File: src/rtl/exc_pkg.sv
package exc_pkg;
    localparam int unsigned WORD_W    = 32;
    localparam int unsigned IMASK_W   = 4;
    localparam int unsigned SR_MD_BIT = 30;
    localparam int unsigned SR_RB_BIT = 29;
    localparam int unsigned SR_BL_BIT = 28;
    localparam int unsigned SR_IM_LSB = 4;

    typedef struct packed {
        logic               md;
        logic               rb;
        logic               bl;
        logic [IMASK_W-1:0] imask;
    } sr_t;

    typedef enum logic [1:0] {ST_RESET, ST_RUN, ST_RTE_SLOT} fsm_t;

    typedef enum logic [2:0] {
        EV_NONE, EV_EXC, EV_BRK, EV_NMI, EV_IRQ, EV_BLKEXC
    } ev_t;

    typedef enum logic [1:0] {CTX_HOLD, CTX_ENTRY, CTX_RTE, CTX_DROP} ctx_op_t;

    typedef enum logic [1:0] {CR_SR, CR_SSR, CR_SPC, CR_VBR} cr_sel_t;

    localparam sr_t SR_RESET = '{md: 1'b1, rb: 1'b1, bl: 1'b1, imask: {IMASK_W{1'b1}}};

    function automatic sr_t sr_unpack(input logic [WORD_W-1:0] w);
        sr_t s;
        s.md    = w[SR_MD_BIT];
        s.rb    = w[SR_RB_BIT];
        s.bl    = w[SR_BL_BIT];
        s.imask = w[SR_IM_LSB +: IMASK_W];
        return s;
    endfunction
endpackage

File: src/rtl/exc_accept.sv
module exc_accept
    import exc_pkg::*;
(
    input  fsm_t               state,
    input  sr_t                sr,
    input  logic               retire,
    input  logic               low_power,
    input  logic               exc_req,
    input  logic               brk_req,
    input  logic               nmi_req,
    input  logic               nmi_blmsk,
    input  logic               irq_req,
    input  logic [IMASK_W-1:0] irq_lvl,
    output ev_t                kind,
    output logic               slot_err
);
    logic boundary;
    logic irq_ok;
    logic nmi_ok;
    logic brk_ok;

    always_comb begin
        boundary = retire || low_power;
        irq_ok   = irq_req && boundary && (irq_lvl > sr.imask) && (!sr.bl || low_power);
        nmi_ok   = nmi_req && boundary && (!sr.bl || nmi_blmsk);
        brk_ok   = brk_req && !sr.bl;
        kind     = EV_NONE;
        slot_err = 1'b0;
        unique case (state)
            ST_RUN: begin
                if (exc_req)     kind = sr.bl ? EV_BLKEXC : EV_EXC;
                else if (brk_ok) kind = EV_BRK;
                else if (nmi_ok) kind = EV_NMI;
                else if (irq_ok) kind = EV_IRQ;
            end
            ST_RTE_SLOT: slot_err = exc_req || brk_req;
            default: ;
        endcase
    end
endmodule

File: src/rtl/exc_target.sv
module exc_target
    import exc_pkg::*;
#(
    parameter logic [WORD_W-1:0] RESET_PC = 32'hA000_0000,
    parameter logic [WORD_W-1:0] EXC_OFS  = 32'h0000_0100,
    parameter logic [WORD_W-1:0] INT_OFS  = 32'h0000_0600,
    parameter logic [WORD_W-1:0] NMI_OFS  = 32'h0000_0600
) (
    input  ev_t               kind,
    input  logic [WORD_W-1:0] vbr,
    input  logic [WORD_W-1:0] cur_pc,
    input  logic [WORD_W-1:0] nxt_pc,
    input  logic              exc_reexec,
    output logic [WORD_W-1:0] tgt_pc,
    output logic [WORD_W-1:0] ret_pc
);
    always_comb begin
        tgt_pc = RESET_PC;
        ret_pc = nxt_pc;
        unique case (kind)
            EV_EXC, EV_BRK: begin
                tgt_pc = vbr + EXC_OFS;
                ret_pc = exc_reexec ? cur_pc : nxt_pc;
            end
            EV_NMI:    tgt_pc = vbr + NMI_OFS;
            EV_IRQ:    tgt_pc = vbr + INT_OFS;
            EV_BLKEXC: tgt_pc = RESET_PC;
            default: ;
        endcase
    end
endmodule

File: src/rtl/exc_ctx_regs.sv
module exc_ctx_regs
    import exc_pkg::*;
(
    input  logic              clk,
    input  logic              rst_n,
    input  ctx_op_t           op,
    input  logic [WORD_W-1:0] ret_pc,
    input  logic              cr_wr_en,
    input  logic [1:0]        cr_sel,
    input  logic [WORD_W-1:0] cr_wr_data,
    output sr_t               sr,
    output sr_t               ssr,
    output logic [WORD_W-1:0] spc,
    output logic [WORD_W-1:0] vbr
);
    sr_t               sr_q;
    sr_t               ssr_q;
    logic [WORD_W-1:0] spc_q;
    logic [WORD_W-1:0] vbr_q;

    always_ff @(posedge clk or negedge rst_n) begin
        if (!rst_n) begin
            sr_q  <= SR_RESET;
            ssr_q <= '0;
            spc_q <= '0;
            vbr_q <= '0;
        end else begin
            unique case (op)
                CTX_ENTRY: begin
                    ssr_q <= sr_q;
                    spc_q <= ret_pc;
                    sr_q  <= '{md: 1'b1, rb: sr_q.rb, bl: 1'b1, imask: sr_q.imask};
                end
                CTX_RTE:  sr_q <= ssr_q;
                CTX_DROP: ;
                default: begin
                    if (cr_wr_en) begin
                        unique case (cr_sel_t'(cr_sel))
                            CR_SR:  sr_q  <= sr_unpack(cr_wr_data);
                            CR_SSR: ssr_q <= sr_unpack(cr_wr_data);
                            CR_SPC: spc_q <= cr_wr_data;
                            CR_VBR: vbr_q <= cr_wr_data;
                        endcase
                    end
                end
            endcase
        end
    end

    assign sr  = sr_q;
    assign ssr = ssr_q;
    assign spc = spc_q;
    assign vbr = vbr_q;


    entry_save_chk: assert property (@(posedge clk) disable iff (!rst_n)
        (op == CTX_ENTRY) |=> (ssr_q == $past(sr_q)) && (spc_q == $past(ret_pc)) && sr_q.bl && sr_q.md);


    rte_restore_chk: assert property (@(posedge clk) disable iff (!rst_n)
        (op == CTX_RTE) |=> (sr_q == $past(ssr_q)));


    wr_drop_chk: assert property (@(posedge clk) disable iff (!rst_n)
        (op == CTX_ENTRY || op == CTX_DROP) |=> $stable(vbr_q));


    blk_keep_chk: assert property (@(posedge clk) disable iff (!rst_n)
        (op == CTX_DROP) |=> $stable(ssr_q) && $stable(spc_q) && $stable(sr_q));
endmodule

File: src/rtl/exc_flow_ctrl.sv
module exc_flow_ctrl
    import exc_pkg::*;
#(
    parameter logic [WORD_W-1:0] RESET_PC = 32'hA000_0000,
    parameter logic [WORD_W-1:0] EXC_OFS  = 32'h0000_0100,
    parameter logic [WORD_W-1:0] INT_OFS  = 32'h0000_0600,
    parameter logic [WORD_W-1:0] NMI_OFS  = 32'h0000_0600
) (
    input  logic               clk,
    input  logic               rst_n,
    input  logic               retire,
    input  logic [WORD_W-1:0]  cur_pc,
    input  logic [WORD_W-1:0]  nxt_pc,
    input  logic               exc_req,
    input  logic               exc_reexec,
    input  logic               brk_req,
    input  logic               nmi_req,
    input  logic               nmi_blmsk,
    input  logic               irq_req,
    input  logic [IMASK_W-1:0] irq_lvl,
    input  logic               low_power,
    input  logic               rte_req,
    input  logic               cr_wr_en,
    input  logic [1:0]         cr_sel,
    input  logic [WORD_W-1:0]  cr_wr_data,
    output logic               redir_vld,
    output logic [WORD_W-1:0]  redir_pc,
    output logic               sr_md,
    output logic               sr_bl,
    output logic               sr_rb,
    output logic [IMASK_W-1:0] sr_imask,
    output logic               rst_out,
    output logic [1:0]         state_code,
    output logic               rte_slot_err
);
    localparam logic [1:0] CODE_RESET = 2'b11;
    localparam logic [1:0] CODE_SLEEP = 2'b01;
    localparam logic [1:0] CODE_RUN   = 2'b00;

    fsm_t              state_q, state_d;
    ev_t               kind;
    logic              slot_err;
    ctx_op_t           op;
    sr_t               sr, ssr;
    logic [WORD_W-1:0] spc, vbr, tgt_pc, ret_pc;
    logic              redir_d;
    logic [WORD_W-1:0] pc_d;
    logic              redir_q, err_q;
    logic [WORD_W-1:0] pc_q;

    exc_accept u_accept (
        .state     (state_q),
        .sr        (sr),
        .retire    (retire),
        .low_power (low_power),
        .exc_req   (exc_req),
        .brk_req   (brk_req),
        .nmi_req   (nmi_req),
        .nmi_blmsk (nmi_blmsk),
        .irq_req   (irq_req),
        .irq_lvl   (irq_lvl),
        .kind      (kind),
        .slot_err  (slot_err)
    );

    exc_target #(
        .RESET_PC (RESET_PC),
        .EXC_OFS  (EXC_OFS),
        .INT_OFS  (INT_OFS),
        .NMI_OFS  (NMI_OFS)
    ) u_target (
        .kind       (kind),
        .vbr        (vbr),
        .cur_pc     (cur_pc),
        .nxt_pc     (nxt_pc),
        .exc_reexec (exc_reexec),
        .tgt_pc     (tgt_pc),
        .ret_pc     (ret_pc)
    );

    exc_ctx_regs u_ctx (
        .clk        (clk),
        .rst_n      (rst_n),
        .op         (op),
        .ret_pc     (ret_pc),
        .cr_wr_en   (cr_wr_en),
        .cr_sel     (cr_sel),
        .cr_wr_data (cr_wr_data),
        .sr         (sr),
        .ssr        (ssr),
        .spc        (spc),
        .vbr        (vbr)
    );

    // State register
    always_ff @(posedge clk or negedge rst_n) begin
        if (!rst_n) state_q <= ST_RESET;
        else        state_q <= state_d;
    end

    // Transitions and context operation
    always_comb begin
        state_d = state_q;
        op      = CTX_HOLD;
        redir_d = 1'b0;
        pc_d    = pc_q;
        unique case (state_q)
            ST_RESET: begin
                state_d = ST_RUN;
                redir_d = 1'b1;
                pc_d    = RESET_PC;
                op      = CTX_DROP;
            end
            ST_RUN: begin
                if (kind == EV_BLKEXC) begin
                    redir_d = 1'b1;
                    pc_d    = tgt_pc;
                    op      = CTX_DROP;
                end else if (kind != EV_NONE) begin
                    redir_d = 1'b1;
                    pc_d    = tgt_pc;
                    op      = CTX_ENTRY;
                end else if (rte_req) begin
                    state_d = ST_RTE_SLOT;
                end
            end
            ST_RTE_SLOT: begin
                if (retire && !slot_err) begin
                    state_d = ST_RUN;
                    redir_d = 1'b1;
                    pc_d    = spc;
                    op      = CTX_RTE;
                end
            end
            default: state_d = ST_RESET;
        endcase
    end

    // Output registers
    always_ff @(posedge clk or negedge rst_n) begin
        if (!rst_n) begin
            redir_q <= 1'b0;
            pc_q    <= RESET_PC;
            err_q   <= 1'b0;
        end else begin
            redir_q <= redir_d;
            pc_q    <= pc_d;
            err_q   <= slot_err;
        end
    end

    assign redir_vld    = redir_q;
    assign redir_pc     = pc_q;
    assign rte_slot_err = err_q;
    assign sr_md        = sr.md;
    assign sr_bl        = sr.bl;
    assign sr_rb        = sr.rb;
    assign sr_imask     = sr.imask;
    assign rst_out      = (state_q == ST_RESET);
    assign state_code   = (state_q == ST_RESET) ? CODE_RESET :
                          (low_power ? CODE_SLEEP : CODE_RUN);


    blk_irq_chk: assert property (@(posedge clk) disable iff (!rst_n)
        (sr.bl && !low_power) |-> (kind != EV_IRQ));


    blk_nmi_chk: assert property (@(posedge clk) disable iff (!rst_n)
        (sr.bl && !nmi_blmsk) |-> (kind != EV_NMI));


    blk_brk_chk: assert property (@(posedge clk) disable iff (!rst_n)
        sr.bl |-> (kind != EV_BRK));


    blk_exc_chk: assert property (@(posedge clk) disable iff (!rst_n)
        (kind == EV_BLKEXC) |=> (redir_vld && redir_pc == RESET_PC && !rst_out && state_code != CODE_RESET));


    exc_first_chk: assert property (@(posedge clk) disable iff (!rst_n)
        (state_q == ST_RUN && exc_req) |-> (kind == EV_EXC || kind == EV_BLKEXC));


    irq_level_chk: assert property (@(posedge clk) disable iff (!rst_n)
        (kind == EV_IRQ) |-> (irq_lvl > sr.imask));


    slot_flag_chk: assert property (@(posedge clk) disable iff (!rst_n)
        (state_q == ST_RTE_SLOT && (exc_req || brk_req)) |=> (rte_slot_err && !redir_vld));


    redir_pulse_chk: assert property (@(posedge clk) disable iff (!rst_n)
        (redir_vld && state_q != ST_RTE_SLOT && !rte_req && kind == EV_NONE) |=> !redir_vld);
endmodule

File: config.mk
export PLATFORM = sky130hd
export DESIGN_NAME = exc_flow_ctrl
export DESIGN_NICKNAME = d
export VERILOG_FILES = /design/src/rtl/exc_pkg.sv /design/src/rtl/exc_accept.sv /design/src/rtl/exc_target.sv /design/src/rtl/exc_ctx_regs.sv /design/src/rtl/exc_flow_ctrl.sv
export SDC_FILE = /design/constraint.sdc
export NUM_CORES = 1
export LEC_CHECK = 0
export ABC_AREA = 1
export CAP_MARGIN = 0
export CORE_MARGIN = 1.5
export CORE_UTILIZATION = 55
export CTS_BUF_LIST = sky130_fd_sc_hd__clkbuf_16
export CTS_CLUSTER_DIAMETER = 150
export DETAILED_ROUTE_END_ITERATION = 12
export GPL_TIMING_DRIVEN = 0
export PLACE_DENSITY = 0.87
export SLEW_MARGIN = 10
export SYNTH_ARGS = -nofsm -noshare
export SYNTH_HDL_FRONTEND = slang
export SYNTH_SLANG_ARGS = --single-unit
File: constraint.sdc
create_clock -name clk -period 5.8 [get_ports clk]
set_input_delay 0.87 -clock clk [delete_from_list [all_inputs] [get_ports clk]]
set_output_delay 0.87 -clock clk [all_outputs]
set_load 0.05 [all_outputs]
==> results.md <==
* Status: complete, no violations
* Largest net degree at the start of global routing at 74
* Vias in the first global route at 7445
* Vias/cell at 5.61
* Fmax at 231 MHz
* Total clock buffers created by CTS at 17
* Leading area contributor after synthesis: dfrtp_1
* Syn avg cell area at 7.16 sq um
* CTS tree: built
* Die Ht at 115 um
* Overflow after GRT at 0
* Pwr per Cell Area at 600 nW/um^2
* Post-placement cell count at 1288
* Synth-to-layout area growth at 34.3%
* Dpl cell area at 8690 sq um
* Clk_skew at 7.15 ps
* IO Count at 158
* Share of the synthesized area in the top cell type at 38.2%
* Post-synthesis sequential area ratio at 41.6%
* Starting density of the core at 56.8%
* First-pass GRT wire length at 36.5 mm
* Post-DP HPWL at 16.7 mm
* RSZ-0062 raised after global routing: no
* Num rows at 40
* Clock Latency Late Sink at 430 ps
* Maximum Capacitance Violations at 0
* Synth top area cells: dfrtp_1, nand2_1, nor2_1
* Leak pwr at 4.28 nW
* Vias at 7387
* Clock root buffer: clkbuf_16
* Gr usage total at 36.1%
* Cells after Synth at 962
* Setup violations, final at 0
* Syn Nets at 1091
* Worst-margin pin slew at 794 ps
* Setup repair bufs after CTS at 0
* Post-synth cell types at 32
* Yosys warns at 0
* Worst setup path class: input port to flop
* DRT iter0 DRCs at 701
* Final Slew Violations at 0
* Tcrit/Tclk final at 74.7%
* Port buffer count at 157
* First drt pass iteration count at 5
* Clock Sinks at 114
* Initial antenna violation count at 0
* Setup tns final at 0 ps
* Minimum clock period at 4330 ps
* Core ar. at 12100 sq um
* WP data required at 6070 ps
* Synthesized cell area at 6880 sq um
* Total power at 0.00555 W
* Clock-pin slew on the worst setup and hold paths at 50 ps
* Routed wire per std cell at 17.3 um
* #FFs+latches synth at 114
* Final hold vios at 0
* Ant. Diodes at 0
* # H-tree levels at 4
* CP max FO at 10
* Arrival time worst endpoint at 4610 ps
* PostCTS Resize Cnt at 0
* Hold-fix buffers, CTS at 0
* HP Class: input port to async pin
* Max VDD drop at 345 uV
* Final Instance Area at 9250 sq um
* Layout Nets at 1268
* DRC viols at 0
* Layout cells sized above 1 at 6.09%
* Critical Path Source Type: input port
* Drt total wl at 22.8 mm
* Routability-driven placement congestion ratio at 0.965
* Longest Clk Path Bufs at 2
* Chip Width at 115 um
* Final instance count without filler cells at 1317
* Die area at 13200 sq um
* Slew margin rel. at 47.1%
* Fillers at 968
* Setup crit end kind: flop
* Antenna violation net count after detailed routing at 0
sequential cells by signal (all words and copies together), names as in the netlist:
signal	flops
redir_pc	32
redir_vld	1
rte_slot_err	1
state_q	2
u_ctx.spc	32
u_ctx.sr	7
u_ctx.ssr	7
u_ctx.vbr	32
synth_stat cells:
library cell	count
nand2_1	250
nor2_1	119
inv_1	108
dfrtp_1	105
o21ai_0	67
a21oi_1	54
nand3_1	46
o21ai_1	30
clkbuf_1	28
a22oi_1	23
o211ai_1	19
xor2_1	16
ha_1	15
a31oi_1	11
buf_4	9
dfstp_2	9
nand4_1	8
mux2_2	7
nor3_1	7
inv_2	6
buf_2	5
o22ai_1	4
buf_1	3
nand2_2	3
o21ai_2	2
o221ai_1	2
a211oi_4	1
nand3_2	1
nor2_2	1
nor4_1	1
or2_2	1
xnor2_1	1
metal layers:
layer | share of wire, % | GRT usage (%)
met5 | 0 | 0
met4 | 3.9 | 17.1
met3 | 9.0 | 8.70
met2 | 49 | 61.8
met1 | 38 | 42.9
per-stage QoR:
step	utilization [%]	setup slack, ps	hold slack (ps)
global placement	71.5	-494	461
CTS	76.4	1570	369
detailed placement	71.8	1190	464
global route	76.4	1130	389
floorplan	-	2440	481
finish	76.4	1470	359
final cells by class:
| type | instances | area, sq um | area share, % |
|---|---|---|---|
| clock inverter | 12 | 128 | 1.38 |
| inverter | 114 | 428 | 4.63 |
| tap | 168 | 210 | 2.27 |
| clock buffer | 17 | 425 | 4.60 |
| sequential | 114 | 2860 | 31.0 |
| multi-input combinational | 689 | 3380 | 36.6 |
| timing repair buffer | 158 | 1600 | 17.3 |
| buffer | 45 | 209 | 2.26 |
worst max-delay path, stage by stage:
cell	delay [ps]
clkdlybuf4s50_1	460
inv_1	40
ha_1	270
nand2_1	50
nor2_1	100
nor2_1	60
nand3_1	100
nand2_1	80
nand2_1	60
nand2_1	100
o21ai_2	300
inv_1	120
ha_1	290
o21ai_0	270
inv_1	70
nand2_1	130
clkbuf_1	480
clkbuf_1	550
a22oi_1	200
worst paths after layout:
path                       slack (ps)    startpoint       endpoint  cells past startpoint
setup / recovery                 1470    irq_lvl[0]  u_ctx.spc[22]                     19
min in group clk                  480  redir_pc[18]   redir_pc[18]                      2
hold / removal                    360         rst_n  u_ctx.spc[20]                      1
max in group asynchronous        4700         rst_n    u_ctx.sr[3]                      2
setup reg to reg                 1740   u_ctx.sr[3]  u_ctx.spc[22]                     18
hold reg to reg                   480  redir_pc[18]   redir_pc[18]                      2
layout by cell type (no fill, tap or decap), drive strengths merged:
cell and instances:
nor2 120, nor4 1, mux2 7, a31oi 11, dfstp 9, nor3 7, clkbuf 45, nand3 47
ha 15, clkdlybuf4s50 156, xor2 16, xnor2 1, o22ai 4, nand4 8, bufinv 3, nand2 253
clkinv 6, a22oi 23, inv 117, dfrtp 105, o211ai 19, or2 1, a211oi 1, buf 19
a21oi 54, o21ai 99, o221ai 2
logic make-up after synthesis:
logic type | after synthesis | share of synthesized area (%)
simple gates | 437 | 25.4
compound gates | 213 | 17.7
buf+inv | 159 | 9.25
flops | 114 | 41.6
xor+xnor | 17 | 2.16
fa+ha+maj | 15 | 2.73
mux | 7 | 1.15
where the power goes:
part / internal, W / total (W) / leakage [nW] / switching [W]
Combinational: 0.00100 / 0.00311 / 2.63 / 0.00211
Clock: 0.000654 / 0.00102 / 0.284 / 0.000362
Sequential: 0.00119 / 0.00142 / 1.37 / 0.000233
Total: 0.00284 / 0.00555 / 4.28 / 0.00270
(Power assumes the default switching activity.)
